File: src/rtl/sarc_pkg.sv
package sarc_pkg;

    typedef enum logic [1:0] {
        PH_IDLE  = 2'd0,
        PH_ACQ   = 2'd1,
        PH_TRIAL = 2'd2,
        PH_DONE  = 2'd3
    } phase_e;

    typedef struct packed {
        logic       diff;
        logic [2:0] addr;
    } chan_cfg_t;

    localparam int TAG_W = $bits(chan_cfg_t);

    function automatic int ceil_div(input int num, input int den);
        return (num + den - 1) / den;
    endfunction

    function automatic int at_least_one(input int v);
        return (v < 1) ? 1 : v;
    endfunction

endpackage

File: src/rtl/sarc_start_det.sv
module sarc_start_det (
    input  logic clk,
    input  logic rst,
    input  logic cs_n,
    input  logic convst_n,
    output logic start_req
);
    logic conv_q;

    always_ff @(posedge clk) begin
        if (rst) conv_q <= 1'b1;
        else     conv_q <= convst_n;
    end

    assign start_req = conv_q & ~convst_n & ~cs_n;

endmodule

File: src/rtl/sarc_phase_ctl.sv
module sarc_phase_ctl
    import sarc_pkg::*;
#(
    parameter int RES = 12,
    parameter int ACQ = 6
) (
    input  logic                     clk,
    input  logic                     rst,
    input  logic                     start_req,
    output phase_e                   phase,
    output logic [$clog2(RES)-1:0]   bit_idx,
    output logic                     busy_n,
    output logic                     accept,
    output logic                     trial_en,
    output logic                     load
);
    localparam int IDX_W = $clog2(RES);
    localparam int CNT_W = $clog2(ACQ + 1);
    localparam logic [CNT_W-1:0] CNT_LAST = CNT_W'(ACQ - 1);
    localparam logic [IDX_W-1:0] IDX_TOP  = IDX_W'(RES - 1);

    logic [CNT_W-1:0] acq_cnt;

    assign accept   = (phase == PH_IDLE) && start_req;
    assign trial_en = (phase == PH_TRIAL);
    assign load     = (phase == PH_DONE);

    always_ff @(posedge clk) begin
        if (rst) begin
            phase   <= PH_IDLE;
            acq_cnt <= '0;
            bit_idx <= '0;
            busy_n  <= 1'b1;
        end else begin
            unique case (phase)
                PH_IDLE: begin
                    if (start_req) begin
                        phase   <= PH_ACQ;
                        acq_cnt <= '0;
                        busy_n  <= 1'b0;
                    end
                end
                PH_ACQ: begin
                    if (acq_cnt == CNT_LAST) begin
                        phase   <= PH_TRIAL;
                        bit_idx <= IDX_TOP;
                    end else begin
                        acq_cnt <= acq_cnt + 1'b1;
                    end
                end
                PH_TRIAL: begin
                    if (bit_idx == '0) phase <= PH_DONE;
                    else               bit_idx <= bit_idx - 1'b1;
                end
                PH_DONE: begin
                    phase  <= PH_IDLE;
                    busy_n <= 1'b1;
                end
                default: phase <= PH_IDLE;
            endcase
        end
    end

    // a conversion under way keeps busy low until its final phase
    a_r3_busy_holds: assert property (@(posedge clk) disable iff (rst)
        (phase == PH_ACQ || phase == PH_TRIAL) |=> !busy_n);

    // trial index steps down by one per clock
    a_r4_msb_down: assert property (@(posedge clk) disable iff (rst)
        (phase == PH_TRIAL && $past(phase) == PH_TRIAL) |->
        (IDX_W'(bit_idx + 1'b1) == $past(bit_idx)));

    // trials begin only after a full acquire window
    a_r8_acq_len: assert property (@(posedge clk) disable iff (rst)
        (phase == PH_TRIAL && $past(phase) == PH_ACQ) |->
        ($past(acq_cnt) == CNT_LAST));

endmodule

File: src/rtl/sarc_sar_reg.sv
module sarc_sar_reg #(
    parameter int RES = 12
) (
    input  logic                   clk,
    input  logic                   rst,
    input  logic                   clear,
    input  logic                   trial_en,
    input  logic [$clog2(RES)-1:0] bit_idx,
    input  logic                   cmp_in,
    output logic [RES-1:0]         sar,
    output logic [RES-1:0]         dac_code
);
    logic [RES-1:0] trial_bit;

    assign trial_bit = RES'(1) << bit_idx;
    assign dac_code  = trial_en ? (sar | trial_bit) : sar;

    always_ff @(posedge clk) begin
        if (rst)           sar <= '0;
        else if (clear)    sar <= '0;
        else if (trial_en) sar[bit_idx] <= cmp_in;
    end

    // a trial code adds exactly one bit on top of the decided bits
    a_r4_one_trial_bit: assert property (@(posedge clk) disable iff (rst)
        trial_en |-> ($countones(dac_code ^ sar) == 1));

endmodule

File: src/rtl/sarc_out_latch.sv
module sarc_out_latch
    import sarc_pkg::*;
#(
    parameter int RES = 12
) (
    input  logic                 clk,
    input  logic                 rst,
    input  logic                 load,
    input  chan_cfg_t            tag,
    input  logic [RES-1:0]       result,
    output logic [RES+TAG_W-1:0] word
);
    always_ff @(posedge clk) begin
        if (rst)       word <= '0;
        else if (load) word <= {tag, result};
    end
endmodule

File: src/rtl/sar_seq_ctrl.sv
module sar_seq_ctrl
    import sarc_pkg::*;
#(
    parameter int RES        = 12,
    parameter int CLK_NS     = 25,
    parameter int ACQ_MIN_NS = 150
) (
    input  logic           clk,
    input  logic           rst,
    input  logic           cs_n,
    input  logic           convst_n,
    input  logic           cmp_in,
    input  logic           cfg_diff,
    input  logic [2:0]     cfg_addr,
    output logic           busy_n,
    output logic           sample_en,
    output logic [RES-1:0] dac_code,
    output logic           mux_diff,
    output logic [2:0]     mux_addr,
    output logic [RES+3:0] out_word
);
    localparam int ACQ   = at_least_one(ceil_div(ACQ_MIN_NS, CLK_NS));
    localparam int IDX_W = $clog2(RES);

    logic             start_req;
    logic             accept;
    logic             trial_en;
    logic             load;
    phase_e           phase;
    logic [IDX_W-1:0] bit_idx;
    logic [RES-1:0]   sar;
    chan_cfg_t        mux_cfg;

    sarc_start_det u_start (
        .clk       (clk),
        .rst       (rst),
        .cs_n      (cs_n),
        .convst_n  (convst_n),
        .start_req (start_req)
    );

    sarc_phase_ctl #(.RES(RES), .ACQ(ACQ)) u_phase (
        .clk       (clk),
        .rst       (rst),
        .start_req (start_req),
        .phase     (phase),
        .bit_idx   (bit_idx),
        .busy_n    (busy_n),
        .accept    (accept),
        .trial_en  (trial_en),
        .load      (load)
    );

    sarc_sar_reg #(.RES(RES)) u_sar (
        .clk      (clk),
        .rst      (rst),
        .clear    (accept),
        .trial_en (trial_en),
        .bit_idx  (bit_idx),
        .cmp_in   (cmp_in),
        .sar      (sar),
        .dac_code (dac_code)
    );

    always_ff @(posedge clk) begin
        if (rst)         mux_cfg <= '0;
        else if (accept) mux_cfg <= '{diff: cfg_diff, addr: cfg_addr};
    end

    sarc_out_latch #(.RES(RES)) u_out (
        .clk    (clk),
        .rst    (rst),
        .load   (load),
        .tag    (mux_cfg),
        .result (sar),
        .word   (out_word)
    );

    assign sample_en = (phase == PH_ACQ);
    assign mux_diff  = mux_cfg.diff;
    assign mux_addr  = mux_cfg.addr;

    // busy falls only after a qualified start
    a_r1_start_qualified: assert property (@(posedge clk) disable iff (rst)
        $fell(busy_n) |-> $past(!cs_n && !convst_n));

    // result register is empty at conversion start
    a_r2_sar_cleared: assert property (@(posedge clk) disable iff (rst)
        $fell(busy_n) |-> (sar == '0));

    // busy rises together with the result word
    a_r6_word_on_rise: assert property (@(posedge clk) disable iff (rst)
        $rose(busy_n) |-> (out_word[RES-1:0] == $past(sar)));

    // multiplexer configuration holds while busy
    a_r9_cfg_hold: assert property (@(posedge clk) disable iff (rst)
        (!busy_n && $past(!busy_n)) |-> $stable(mux_cfg));

endmodule

File: config.mk
export PLATFORM = sky130hd
export DESIGN_NAME = sar_seq_ctrl
export DESIGN_NICKNAME = d
export VERILOG_FILES = /design/src/rtl/sarc_pkg.sv /design/src/rtl/sarc_start_det.sv /design/src/rtl/sarc_phase_ctl.sv /design/src/rtl/sarc_sar_reg.sv /design/src/rtl/sarc_out_latch.sv /design/src/rtl/sar_seq_ctrl.sv
export SDC_FILE = /design/constraint.sdc
export NUM_CORES = 1
export LEC_CHECK = 0
export BUFFER_PORTS_ARGS = -buffer_cell sky130_fd_sc_hd__buf_2
export CORE_MARGIN = 2
export CORE_UTILIZATION = 50
export DETAILED_ROUTE_END_ITERATION = 6
export GPL_TIMING_DRIVEN = 0
export MAX_ROUTING_LAYER = met4
export PLACE_DENSITY_LB_ADDON = 0.08
export RECOVER_POWER = 50
export SYNTH_ARGS = -nofsm -noshare
export SYNTH_HDL_FRONTEND = slang
export SYNTH_SLANG_ARGS = --single-unit
File: constraint.sdc
create_clock -name clk -period 2.3 [get_ports clk]
set_input_delay 0.46 -clock clk [delete_from_list [all_inputs] [get_ports clk]]
set_output_delay 0.46 -clock clk [all_outputs]
set_load 0.005 [all_outputs]
* Yosys cells after proc, flatten, opt, wreduce, memory -nomap -nowiden
Index checks and enable logic that the tools add are counted.
Cells by class: order comparisons 2, equal/unequal tests 9, add/subtract/negate cells 2, muxes and demuxes 16, reduce and logical (&&, ||, !) cells 12, shift operators 1, bitwise gates (word level) 5
Operators with widths (count):
- 12-bit bitwise mux | 1
- 12-bit 2-to-1 mux | 1
- 12-bit bitwise OR | 1
- 1-bit by 4-bit left shift with 12-bit output, first input constant | 1
- 3-bit AND reduction | 3
- 4-bit 2-to-1 mux | 2
- 2-bit case mux with 4 select lines | 1
- 4-bit case mux with 2 select lines | 1
- 2-bit 2-to-1 mux | 3
- 3-bit 2-to-1 mux | 2
- 2-bit inequality test, second input constant | 3
- 3-bit case mux with 2 select lines | 1
- 2-bit nonzero test | 3
- 4-bit by 5-bit < comparator with 1-bit output, second input constant | 1
- 1-bit demux with 4-bit select | 1
- 2-bit == test, second input constant | 2
- 4-bit by 1-bit greater-or-equal comparator with 1-bit output, second input constant | 1
- 4-bit zero test | 1
- 2-bit by 1-bit inequality test with 1-bit output, second input constant | 2
- 4-bit by 1-bit subtractor with 4-bit output, second input constant | 1
- 3-bit by 1-bit adder with 3-bit output, second input constant | 1
- 3-bit == test, second input constant | 1
- 1-bit bitwise AND | 2
- 2-bit by 1-bit == test with 1-bit output, second input constant | 1
- 7 further kinds | 10
Storage, ports and cells: bits of input ports 9, output and inout port bits 34, flip-flop bits (word level) 43

* Depth between registers and ports, before layout
Gate-level depths: netlist (run 1).
depth after elaboration 5, mapped depth 8

* Hierarchy
Synthesis (run 1) repeated with hierarchy kept, for this count alone.
Unflattened totals: cell total of the unflattened synthesis 215, area, all modules 2065.7 um2
Modules (own cells, without submodules):
- sarc_phase_ctl | area an instance 679.4 um2, times used 1, cells each 75, seq. area each 200.2 um2
- sarc_sar_reg | area an instance 625.6 um2, times used 1, cells each 71, seq. area each 240.2 um2
- sarc_out_latch | area an instance 580.6 um2, times used 1, cells each 52, seq. area each 320.3 um2
- sar_seq_ctrl | area an instance 146.4 um2, times used 1, cells each 14, seq. area each 80.1 um2
- sarc_start_det | area an instance 33.8 um2, times used 1, cells each 3, seq. area each 20.0 um2

* Worst setup path before layout (run 1)
Ideal clock, no wire load.
kind reg2reg, start register u_phase.bit_idx[0], end register u_phase.phase[1], arrival time 1.666 ns, period minus slack after synthesis 1.794 ns, cell stages (with the launch flop) 7, slack 0.506 ns, path through dfxtp_1 inv_1 ha_1 or3b_4 a221oi_4 mux2i_1 nor2_1
On the way: longest elaborated chain between the ends 3
RTL lines:
- start, declared | RTL line sarc_phase_ctl.sv:11 | output logic [$clog2(RES)-1:0] bit_idx,
- start signal, assigned | RTL line sarc_phase_ctl.sv:53 | else bit_idx <= bit_idx - 1'b1;
- 4-bit zero test | RTL line sarc_phase_ctl.sv:52 | if (bit_idx == '0) phase <= PH_DONE;
- 2-bit inequality test (no source line)
- 3-bit AND reduction (no source line)
- end signal, assigned | RTL line sarc_phase_ctl.sv:52
- end signal, assigned | RTL line sarc_phase_ctl.sv:56 | phase <= PH_IDLE;
- end signal, assigned | RTL line sarc_phase_ctl.sv:59 | default: phase <= PH_IDLE;
- end, declared | RTL line sarc_phase_ctl.sv:10 | output phase_e phase,
No other way between the ends. A chain may end at the register's enable or synchronous reset.

* Final worst setup path (run 1)
start register u_phase.bit_idx[1], end output port dac_code[0]
On the way: longest elaborated chain between the ends 3
RTL lines:
- 1-bit by 4-bit left shift with 12-bit output | RTL line sarc_sar_reg.sv:15 | assign trial_bit = RES'(1) << bit_idx;
- 12-bit bitwise OR | RTL line sarc_sar_reg.sv:16 | assign dac_code = trial_en ? (sar | trial_bit) : sar;
- 12-bit 2-to-1 mux | RTL line sarc_sar_reg.sv:16
- end, declared | RTL line sar_seq_ctrl.sv:17 | output logic [RES-1:0] dac_code,
No other way between the ends.

==> results of run 1 <==
synthesized netlist by cell type (all sizes together) (2+ instances only):
cell / instances / area [sq um]
and3: 3 / 18.8
clkbuf: 11 / 41.3
nand2b: 2 / 12.5
or3b: 2 / 20.0
or2: 2 / 12.5
a31o: 2 / 17.5
nor3: 4 / 20.0
a21oi: 13 / 65.1
nor2b: 3 / 18.8
ha: 13 / 163
dfxtp: 43 / 861
mux2i: 23 / 230
buf: 4 / 20.0
nor2: 34 / 128
a21o: 8 / 62.6
inv: 5 / 18.8
and3b: 4 / 37.5
nand2: 25 / 93.8
nand3: 12 / 60.1
stage by stage:
| stage | total power (W) | cell area, sq um | util (%) | instances |
|---|---|---|---|---|
| global placement | 0.00154 | 2340 | 58.5 | 320 |
| floorplan | 0.00139 | 2070 | - | 228 |
| finish | 0.00200 | 2400 | 60.0 | 328 |
| CTS | 0.00203 | 2430 | 60.7 | 328 |
| global route | 0.00215 | 2400 | 60.0 | 328 |
| detailed placement | 0.00155 | 2340 | 58.5 | 320 |
final timing paths:
kind	startpoint	endpoint	slack, ns	cells after the start
worst max-delay path	u_phase.bit_idx[1]	dac_code[0]	0.11	5
worst min-delay path	convst_n	u_start.conv_q	0.37	2
worst max register to register	u_phase.phase[1]	u_phase.acq_cnt[0]	0.30	6
worst min register to register	mux_diff	mux_diff	0.47	2
logic make-up after synthesis:
| kind of cell | Yosys count | synth area share [%] |
|---|---|---|
| AND/OR/NAND/NOR | 96 | 22.9 |
| multiplexers | 23 | 11.1 |
| buffers and inverters | 20 | 3.88 |
| adder cells (fa/ha/maj) | 13 | 7.87 |
| flip-flops | 43 | 41.7 |
| AO/OA/AOI/OAI | 33 | 12.5 |
critical path: stages, from the launching register on:
cell and delay (ns):
sky130_fd_sc_hd__dfxtp_1 0.41, sky130_fd_sc_hd__inv_1 0.10, sky130_fd_sc_hd__ha_2 0.24, sky130_fd_sc_hd__and4bb_2 0.29
sky130_fd_sc_hd__or2_2 0.27, sky130_fd_sc_hd__buf_2 0.13
metal layers:
metal | up-vias | part of all wire [%]
met4 | 0 | 1.6
li1 | 872 | -
met3 | 8 | 4.8
met2 | 36 | 45
met1 | 769 | 48
met5 | - | 0
layout make-up:
cell class                 instances  share of cell area (%)
tap                               50                    2.61
buffer                            15                    2.55
multi-input combinational        165                    46.7
inverter                           5                   0.782
sequential                        43                    36.0
clock inverter                     2                   0.521
clock buffer                       6                    3.02
timing repair buffer              42                    7.87
sequential cells by signal, summed over array words and instances, names as in the netlist:
register and cells:
u_out.word 16, u_sar.sar 12, u_phase.bit_idx 4, mux_addr 3
u_phase.acq_cnt 3, u_phase.phase 2, mux_diff 1, u_phase.busy_n 1
u_start.conv_q 1
repair_timing:
item	CTS	global route
setup endpoints to repair	1	3
gates resized for setup	1	3
pin swaps	0	0
power breakdown:
group / leakage (nW) / total (W) / internal (W) / switching [W]
combinational: 0.646 / 0.000671 / 0.000279 / 0.000391
sequential: 0.349 / 0.000849 / 0.000800 / 0.0000497
clock: 0.0412 / 0.000476 / 0.000212 / 0.000264
total: 1.04 / 0.00200 / 0.00129 / 0.000705
cells in the final DEF, fill, tap and decap left out, types with 3 or more instances in the layout:
cell type and instances:
sky130_fd_sc_hd__mux2i_1 23, sky130_fd_sc_hd__inv_1 5, sky130_fd_sc_hd__ha_1 11, sky130_fd_sc_hd__nor2_1 34, sky130_fd_sc_hd__nor2b_1 3, sky130_fd_sc_hd__and3_1 3, sky130_fd_sc_hd__clkbuf_1 29, sky130_fd_sc_hd__buf_2 29
sky130_fd_sc_hd__nand3_1 12, sky130_fd_sc_hd__a21o_1 6, sky130_fd_sc_hd__nand2_1 25, sky130_fd_sc_hd__clkbuf_8 5, sky130_fd_sc_hd__dfxtp_1 41, sky130_fd_sc_hd__nor3_1 4, sky130_fd_sc_hd__a21oi_1 13
==> out/summary.txt, run 1 <==
OUTCOME
----------------------------------------------------------------------------------------------------
Result of the run ..................................................................... finished, final reports clean

WORST SETUP PATH
----------------------------------------------------------------------------------------------------
Startpoint kind of the worst setup timing path ........................................    flip-flop
Critical path start-end classification ................................................   reg -> out
Worst setup EP type ...................................................................  output port
Critical Path RT ......................................................................      1.84 ns
Worst-path maximum fanout .............................................................            8
CP Data Arrival Time ..................................................................      1.73 ns

FLOORPLAN
----------------------------------------------------------------------------------------------------
Effective utilization at floorplan ....................................................        51.6%
Count of pins on the block boundary ...................................................           43
Die outline area ......................................................................   4660 sq um
Area of the placeable core ............................................................   4000 sq um
Chip Height ...........................................................................      68.3 um
Number of cell rows ...................................................................           23
Die X .................................................................................      68.3 um

SYNTHESIS
----------------------------------------------------------------------------------------------------
Share of synthesized area occupied by flip-flops and latches ..........................        41.7%
Primary flip-flop cell chosen by synthesis mapping .................................... sky130_fd_sc_hd__dfxtp_1
Post-synth ARST share .................................................................           0%
Number of flip-flops and latches in the synthesized netlist ...........................           43
Per-instance average area after synthesis .............................................   9.06 sq um
Post-synthesis cell area ..............................................................   2070 sq um
Number of synthesized flops with an enable pin ........................................            0
Syn nets ..............................................................................          250
Yosys warning count ...................................................................            0
Mapped Cells ..........................................................................          228
Post-synthesis cell type count ........................................................           37

GLOBAL ROUTING
----------------------------------------------------------------------------------------------------
GR Util met1 ..........................................................................        26.5%
Met2 Track Usage GR ...................................................................        31.9%
Routing usage on met3 .................................................................        5.43%
Largest net degree at the start of global routing .....................................           14
Wire length of the first global-routing pass ..........................................      6980 um
Antenna violations before repair ......................................................            0
Most used routing layer in global routing .............................................         met2
All-Layer GR Usage ....................................................................        21.0%
Number of global-route vias before repair .............................................         1521
Total grt overflow ....................................................................            0

DETAILED ROUTING
----------------------------------------------------------------------------------------------------
Routed len/inst .......................................................................      13.0 um
Number of routed nets with antenna violations .........................................            0
Violation count after the first detailed-routing iteration ............................           82
Total detailed-routing wirelength .....................................................      4260 um
DRC Markers ...........................................................................            0
Detailed-route vias per instance ......................................................         5.14
Via count of the routed design ........................................................         1685
Count of TritonRoute iterations in the first routing pass .............................            4

STA
----------------------------------------------------------------------------------------------------
Total negative slack ..................................................................         0 ns
Minimum setup slack in the final design ...............................................     0.106 ns
Min cycle time layout .................................................................      2.19 ns
Count of final setup violators ........................................................            0
Final Hold Fails ......................................................................            0
Max Clock Freq ........................................................................      456 MHz
Slew Limit Fails ......................................................................            0
Final period util .....................................................................        95.4%
Worst slew slack as a fraction of its limit ...........................................        60.1%
Worst hold margin .....................................................................     0.372 ns
Unrepaired setup endpoints after global routing .......................................        false
Measured slew at the worst slew-check pin .............................................     0.598 ns
Layout Skew ...........................................................................   0.00476 ns

PLACED DESIGN
----------------------------------------------------------------------------------------------------
Last weighted congestion value of the routability-driven placer .......................        0.806
Placed wire-length estimate ...........................................................      3040 um
Worst setup timing slack at the placement stage .......................................     0.274 ns
Port bufs .............................................................................           42

CELLS AND AREA
----------------------------------------------------------------------------------------------------
Area used by multi-input combinational logic ..........................................   1120 sq um
Area used by sequential logic in the layout ...........................................    863 sq um
Area growth from synthesis to layout ..................................................        16.2%
Ratio of cells with drive above 1 in the final layout .................................        19.8%
Net count, final ......................................................................          299
Filler Cell Count .....................................................................          401
ANT cells .............................................................................            0

PWR
----------------------------------------------------------------------------------------------------
VDD IR max ............................................................................       416 uV
Cell area power density ...............................................................  832 nW/um^2
Leakage ...............................................................................      1.04 nW

CLOCK TREE
----------------------------------------------------------------------------------------------------
Clock-pin slew reported for the worst setup and hold paths after clock tree synthesis .      0.08 ns
Hold bufs inserted after CTS ..........................................................            0
Setup fix buffers added after clock tree synthesis ....................................            0
CTS Buffer Depth ......................................................................            2
CTS tree ..............................................................................          yes
Level count of the clock H-tree .......................................................            2
Cell chosen for the clock root ........................................................ sky130_fd_sc_hd__clkbuf_8
Number of clock buffers inserted by TritonCTS .........................................            5
Number of clock sinks seen by CTS .....................................................           43
Clock latency on the worst-skew pair ..................................................      0.30 ns

JOB
----------------------------------------------------------------------------------------------------
Max Cap Violations ....................................................................            0

WORST HOLD PATH
----------------------------------------------------------------------------------------------------
Worst min-delay path category .........................................................    in -> reg

No activity file was read; power rests on OpenSTA's default activity.
==> run 2: changes to the inputs <==
--- a/config.mk
+++ b/config.mk
@@ -6,8 +6,10 @@
 export NUM_CORES = 1
 export LEC_CHECK = 0
 export BUFFER_PORTS_ARGS = -buffer_cell sky130_fd_sc_hd__buf_2
+export CELL_PAD_IN_SITES_DETAIL_PLACEMENT = 1
+export CELL_PAD_IN_SITES_GLOBAL_PLACEMENT = 2
 export CORE_MARGIN = 2
-export CORE_UTILIZATION = 50
+export CORE_UTILIZATION = 32
 export DETAILED_ROUTE_END_ITERATION = 6
 export GPL_TIMING_DRIVEN = 0
 export MAX_ROUTING_LAYER = met4
==> run 2 against run 1 <==
Hold slack improved by 0.013 ns; die area is 53% higher; combinational power grew 6.4%; via count grew 0.89%; sequential power barely moved; clock skew is essentially flat; non-clock buffer count unchanged; utilization is 21 points lower; sequential share of layout area decreased by 0.79 points; worst setup slack worse by 0.0084 ns; clock-buffer cell count unchanged; global-route usage shrank 5.0 points; critical path type unchanged; critical endpoint unchanged; largest power group unchanged.
==> out/summary.txt, run 2 (synthesis results as in run 1) <==
PWR
----------------------------------------------------------------------------------------------------
Total chip power ......................................................................    0.00204 W   +2.4%
Cell area power density ...............................................................  833 nW/um^2   +0.15%
VDD IR max ............................................................................       354 uV   -15%
Leakage ...............................................................................      1.08 nW   +4.4%

FLOORPLAN
----------------------------------------------------------------------------------------------------
Effective utilization at floorplan ....................................................        32.7%   -19 points
Die X .................................................................................      84.3 um   +24%
Count of pins on the block boundary ...................................................           43   unchanged
Die outline area ......................................................................   7110 sq um   +53%
Chip Height ...........................................................................      84.3 um   +24%
Number of cell rows ...................................................................           29   +26%
Area of the placeable core ............................................................   6310 sq um   +58%

PLACED DESIGN
----------------------------------------------------------------------------------------------------
Last weighted congestion value of the routability-driven placer .......................        0.740   -8.2%
Port bufs .............................................................................           42   unchanged
Placed wire-length estimate ...........................................................      3820 um   +26%

CLOCK TREE
----------------------------------------------------------------------------------------------------
Clock latency on the worst-skew pair ..................................................      0.30 ns   about the same
Number of clock buffers inserted by TritonCTS .........................................            5   unchanged
Number of clock sinks seen by CTS .....................................................           43   unchanged
CTS Buffer Depth ......................................................................            2   unchanged
Setup fix buffers added after clock tree synthesis ....................................            0   unchanged
CTS tree ..............................................................................          yes
Clock-pin slew reported for the worst setup and hold paths after clock tree synthesis .      0.08 ns   about the same
Cell chosen for the clock root ........................................................ sky130_fd_sc_hd__clkbuf_8
Level count of the clock H-tree .......................................................            2   unchanged

WORST SETUP PATH
----------------------------------------------------------------------------------------------------
Worst-path maximum fanout .............................................................            8   unchanged
Critical path start-end classification ................................................   reg -> out
Slowest cell on the critical path ..................................................... sky130_fd_sc_hd__dfxtp_1
Biggest cell delay along the critical path ............................................      0.40 ns   about the same
Critical Path RT ......................................................................      1.84 ns   about the same
Startpoint kind of the worst setup timing path ........................................    flip-flop
Buffers & Inverters on Critical Path ..................................................            2   unchanged
Worst setup EP type ...................................................................  output port
Reg2reg path depth ....................................................................            6   unchanged
Crit-path leading delay family ........................................................ simple AND/OR/NAND/NOR gates
Critical path cell sequence ........................................................... inv_1 > ha_2 > and4bb_2 > or2_2 > buf_2
Worst r2r src ......................................................................... u_phase.phase[1]
CP Data Arrival Time ..................................................................      1.74 ns   about the same
Capture point of the worst reg-to-reg path ............................................ u_sar.sar[2]
Worst R2R Setup Slack .................................................................      0.23 ns   -0.07 ns

STA
----------------------------------------------------------------------------------------------------
Measured slew at the worst slew-check pin .............................................     0.574 ns   -0.0241 ns
Count of final setup violators ........................................................            0   unchanged
Worst slew slack as a fraction of its limit ...........................................        61.7%   +1.6 points
Final period util .....................................................................        95.8%   +0.37 points
Final Hold Fails ......................................................................            0   unchanged
Min cycle time layout .................................................................      2.20 ns   +0.00843 ns
Total negative slack ..................................................................         0 ns   unchanged
Slew Limit Fails ......................................................................            0   unchanged
Max Clock Freq ........................................................................      454 MHz   -0.38%
Layout Skew ...........................................................................   0.00482 ns   +0.0000632 ns
Unrepaired setup endpoints after global routing .......................................        false

CELLS AND AREA
----------------------------------------------------------------------------------------------------
Net count, final ......................................................................          299   unchanged
Final design utilization ..............................................................        38.9%   -21 points
Number of flip-flops under the largest register name ..................................           16   unchanged
ANT cells .............................................................................            0   unchanged
Regs by FF count ...................................................................... u_out.word: 16 flops, u_sar.sar: 12 flops, u_phase.bit_idx: 4 flops
Most frequent cells in the layout ..................................................... sky130_fd_sc_hd__dfxtp_1, sky130_fd_sc_hd__buf_2, sky130_fd_sc_hd__nor2_1
Most frequent standard cell in the layout excluding fill and tap cells ................ sky130_fd_sc_hd__dfxtp_1
Register bank with the most flops .....................................................   u_out.word
Area growth from synthesis to layout ..................................................        18.8%
Ratio of cells with drive above 1 in the final layout .................................        24.1%   +4.3 points

GLOBAL ROUTING
----------------------------------------------------------------------------------------------------
Total grt overflow ....................................................................            0   unchanged
Wire length of the first global-routing pass ..........................................      8760 um   +26%
Largest net degree at the start of global routing .....................................           14   unchanged
Number of global-route vias before repair .............................................         1700   +12%
Antenna violations before repair ......................................................            0   unchanged
All-Layer GR Usage ....................................................................        16.0%   -5.0 points

DETAILED ROUTING
----------------------------------------------------------------------------------------------------
Number of routed nets with antenna violations .........................................            0   unchanged
Violation count after the first detailed-routing iteration ............................           52   -37%
Routed len/inst .......................................................................      14.8 um   +14%
Count of TritonRoute iterations in the first routing pass .............................            4   unchanged
Detailed-route vias per instance ......................................................         4.79   -6.8%
DRC Markers ...........................................................................            0   unchanged
Total detailed-routing wirelength .....................................................      5250 um   +23%
Via count of the routed design ........................................................         1700   +0.89%

WORST HOLD PATH
----------------------------------------------------------------------------------------------------
Hold Crit Endpoint .................................................................... u_start.conv_q
Worst min-delay path category .........................................................    in -> reg
Number of cells on the worst hold path ................................................            2   unchanged
Start point of the worst min-delay path ...............................................     convst_n

JOB
----------------------------------------------------------------------------------------------------
Max Cap Violations ....................................................................            0   unchanged

OUTCOME
----------------------------------------------------------------------------------------------------
Result of the run ..................................................................... finished, final reports clean

run 2: cell types whose count changed in the layout (fill, tap and decap cells not counted), sizes merged:
| cell | change |
|---|---|
| buf | +11 |
| clkbuf | -11 |
run 2: through the flow:
step / cell area, sq um / setup slack [ns] / hold slack (ns) / cells
floorplan: 2070 / 0.506 / 0.449 / 228
global placement: 2370 / 0.250 / 0.465 / 347
detailed placement: 2370 / 0.202 / 0.469 / 347
CTS: 2460 / 0.0223 / 0.375 / 355
global route: 2450 / 0.00443 / 0.397 / 355
finish: 2450 / 0.0971 / 0.385 / 355
run 2: area by class of cell:
class,count,area [sq um]
Fill cell,780,3860
Inverter,5,18.8
Buffer,15,61.3
Clock buffer,6,72.6
Timing Repair Buffer,42,203
Multi-Input combinational cell,165,1130
Tap cell,77,96.3
Sequential cell,43,863
Clock inverter,2,12.5
run 2: worst max-delay path by stage:
stage | start | slack [ns] | endpoint | depth (start not counted)
2_1_floorplan | u_phase.bit_idx[0] | 0.51 | u_phase.phase[1] | 6
5_1_grt | u_phase.phase[0] | 0.004 | dac_code[0] | 5
3_3_place_gp | u_phase.bit_idx[0] | 0.25 | dac_code[0] | 5
3_5_place_dp | u_phase.phase[0] | 0.20 | u_sar.sar[2] | 6
4_1_cts | u_phase.bit_idx[0] | 0.02 | dac_code[0] | 5
6_report | u_phase.phase[0] | 0.1 | dac_code[0] | 5
run 2: repair_timing:
action / 4_1_cts / 5_1_grt
resized for setup: 2 / 2
setup endpoints to repair: 1 / 1
hold buffers: 0 / 0
run 2: worst reg2reg max path: cells and delay by family (launching register included):
family | cells | cell delay [ns]
adders and majority gates | 1 | 0.35
buffers and inverters | 2 | 0.58
DFF | 1 | 0.37
and+or+nand+nor | 3 | 0.64
run 2: per-layer routing:
metal	GRT usage (%)	wire, um
met1	21.0	2660
met2	25.3	2380
met3	3.93	159
met4	3.46	48
met5	-	0
run 2: power by group:
part / switching (W) / internal (W) / leakage, nW
Sequential: 0.0000509 / 0.000799 / 0.349
Combinational: 0.000423 / 0.000292 / 0.692
Clock: 0.000267 / 0.000213 / 0.0412
Total: 0.000740 / 0.00130 / 1.08
==> run 3: changes to the inputs <==
==> constraint.sdc (replaced) <==
create_clock -name clk -period 2.2 [get_ports clk]
set_input_delay 0.44 -clock clk [delete_from_list [all_inputs] [get_ports clk]]
set_output_delay 0.44 -clock clk [all_outputs]
set_load 0.005 [all_outputs]
==> run 3 against run 2 <==
Via count is 0.82% higher; clock-buffer cell count stayed put; cell count stayed put; routed wire length is 0.93% higher; sequential share of layout area is 0.11 points lower; first-iteration DRC count is 3.8% higher; sequential power is 5.2% higher; critical path type unchanged; largest cell class unchanged; largest power group unchanged; highest routed layer unchanged.
==> out/summary.txt, run 3 (synthesis results as in run 1) <==
OUTCOME
----------------------------------------------------------------------------------------------------
Result of the run ..................................................................... finished, final reports clean

CELLS AND AREA
----------------------------------------------------------------------------------------------------
Most frequent cells in the layout ..................................................... sky130_fd_sc_hd__buf_2, sky130_fd_sc_hd__dfxtp_1, sky130_fd_sc_hd__nor2_1
Ratio of cells with drive above 1 in the final layout .................................        24.8%   +0.72 points
Register bank with the most flops .....................................................   u_out.word
Area growth from synthesis to layout ..................................................        19.3%
Final Instance Count excl. Fillers ....................................................          355   unchanged
ANT cells .............................................................................            0   unchanged
Number of flip-flops under the largest register name ..................................           16   unchanged
Net count, final ......................................................................          299   unchanged
Filler Cell Count .....................................................................          781   +0.13%
Regs by FF count ...................................................................... u_out.word: 16 flops, u_sar.sar: 12 flops, u_phase.bit_idx: 4 flops

PWR
----------------------------------------------------------------------------------------------------
Relative contribution of the clock network to total power .............................        23.5%   about the same
Comb pwr share ........................................................................        34.8%   -0.2 points
Sequential power share ................................................................        41.7%   about the same
Net switching power of the design .....................................................   0.000773 W   +4.5%
Leakage ...............................................................................      1.09 nW   +0.55%
Cell internal pwr .....................................................................    0.00137 W   +5.1%
Net switching fraction of the power ...................................................        36.1%   -0.13 points
Cell area power density ...............................................................  870 nW/um^2   +4.4%
VDD IR max ............................................................................       387 uV   +9.3%

DETAILED ROUTING
----------------------------------------------------------------------------------------------------
DRC Markers ...........................................................................            0   unchanged
Count of TritonRoute iterations in the first routing pass .............................            2   -2
Number of routed nets with antenna violations .........................................            0   unchanged
Total detailed-routing wirelength .....................................................      5300 um   +0.93%
Detailed-route vias per instance ......................................................         4.83   +0.82%
Violation count after the first detailed-routing iteration ............................           54   +3.8%
Routed len/inst .......................................................................      14.9 um   +0.93%
Via count of the routed design ........................................................         1714   +0.82%

CLOCK TREE
----------------------------------------------------------------------------------------------------
Cell chosen for the clock root ........................................................ sky130_fd_sc_hd__clkbuf_8
Cells resized by post-CTS repair ......................................................            5   +3
Clock-pin slew reported for the worst setup and hold paths after clock tree synthesis .      0.08 ns   about the same
CTS tree ..............................................................................          yes
Hold bufs inserted after CTS ..........................................................            0   unchanged
Clock latency on the worst-skew pair ..................................................      0.30 ns   about the same
CTS Buffer Depth ......................................................................            2   unchanged
Number of clock buffers inserted by TritonCTS .........................................            5   unchanged
Setup fix buffers added after clock tree synthesis ....................................            0   unchanged
Number of clock sinks seen by CTS .....................................................           43   unchanged
Level count of the clock H-tree .......................................................            2   unchanged

FLOORPLAN
----------------------------------------------------------------------------------------------------
Chip Height ...........................................................................      84.3 um   unchanged
Effective utilization at floorplan ....................................................        32.7%   unchanged
Number of cell rows ...................................................................           29   unchanged
Count of pins on the block boundary ...................................................           43   unchanged
Die outline area ......................................................................   7110 sq um   unchanged
Area of the placeable core ............................................................   6310 sq um   unchanged
Die X .................................................................................      84.3 um   unchanged

WORST SETUP PATH
----------------------------------------------------------------------------------------------------
Biggest cell delay along the critical path ............................................      0.39 ns   about the same
Critical path start-end classification ................................................   reg -> out
Startpoint kind of the worst setup timing path ........................................    flip-flop
Worst-path maximum fanout .............................................................            8   unchanged
Slowest cell on the critical path ..................................................... sky130_fd_sc_hd__dfxtp_2
Critical path cell sequence ........................................................... inv_1 > ha_4 > and4bb_2 > or2_2 > buf_2
Critical Path RT ......................................................................      1.76 ns   -0.08 ns
Worst R2R Setup Slack .................................................................      0.24 ns   about the same
CP Data Arrival Time ..................................................................      1.67 ns   -0.07 ns
Worst setup EP type ...................................................................  output port
Buffers & Inverters on Critical Path ..................................................            2   unchanged
Crit-path leading delay family ........................................................ simple AND/OR/NAND/NOR gates

PLACED DESIGN
----------------------------------------------------------------------------------------------------
Port bufs .............................................................................           42   unchanged
Last weighted congestion value of the routability-driven placer .......................        0.740   unchanged
Cell count after placement ............................................................          347   unchanged
Placed wire-length estimate ...........................................................      3820 um   unchanged

WORST HOLD PATH
----------------------------------------------------------------------------------------------------
Worst min-delay path category .........................................................    in -> reg

STA
----------------------------------------------------------------------------------------------------
Final period util .....................................................................        95.8%
Worst slew slack as a fraction of its limit ...........................................        61.8%   about the same
Count of final setup violators ........................................................            0   unchanged
Measured slew at the worst slew-check pin .............................................     0.574 ns   -0.000300 ns
Layout Skew ...........................................................................   0.00466 ns   -0.000168 ns
Total negative slack ..................................................................         0 ns   unchanged
Slew Limit Fails ......................................................................            0   unchanged
Max Clock Freq ........................................................................      474 MHz
Final Hold Fails ......................................................................            0   unchanged
Min cycle time layout .................................................................      2.11 ns
Unrepaired setup endpoints after global routing .......................................        false

JOB
----------------------------------------------------------------------------------------------------
Max Cap Violations ....................................................................            0   unchanged

GLOBAL ROUTING
----------------------------------------------------------------------------------------------------
All-Layer GR Usage ....................................................................        16.0%   unchanged
Largest net degree at the start of global routing .....................................           14   unchanged
Antenna violations before repair ......................................................            0   unchanged
Number of global-route vias before repair .............................................         1700   unchanged
Total grt overflow ....................................................................            0   unchanged
Wire length of the first global-routing pass ..........................................      8760 um   unchanged

run 3: per-stage QoR:
stage                     area, sq um  setup slack [ns]  utilization [%]  hold slack, ns  total power, W
after floorplan                  2070             0.406                -           0.449         0.00145
after global placement           2370             0.152             37.6           0.465         0.00164
after detailed placement         2370             0.102             37.6           0.469         0.00166
after CTS                        2470            0.0268             39.1           0.355         0.00219
after global routing             2460            0.0150             39.0           0.377         0.00231
final                            2460            0.0916             39.0           0.360         0.00214
run 3: worst paths after layout:
path	start	to	cells past startpoint
worst max-delay path	u_phase.bit_idx[0]	dac_code[0]	5
worst min register to register	u_sar.sar[11]	u_sar.sar[11]	2
worst max register to register	u_phase.phase[1]	u_out.word[9]	5
worst min-delay path	convst_n	u_start.conv_q	2
run 3: cell type report:
type,instances,area [sq um],share of cell area (%)
multi-input cells,165,1130,46.0
repair buffers,42,203,8.22
clock buffers,6,72.6,2.94
plain buffers,15,62.6,2.54
inverters,5,18.8,0.761
flip-flops and latches,43,865,35.1
clock inverters,2,12.5,0.508
well taps,77,96.3,3.91
run 3: power by group through the flow:
stage,registers (W),clock network (W),logic (W)
2_1_floorplan,0.000891,0,0.000563
3_3_place_gp,0.000902,0,0.000740
3_5_place_dp,0.000905,0,0.000752
6_report,0.000894,0.000503,0.000746
5_1_grt,0.000906,0.000562,0.000842
4_1_cts,0.000891,0.000530,0.000764
run 3: routing by layer:
layer	share of wire [%]	vias up	GRT usage, %
li1	-	870	-
met3	3.0	5	3.93
met5	0	-	-
met2	46	30	25.3
met4	0.94	0	3.46
met1	50	809	21.0
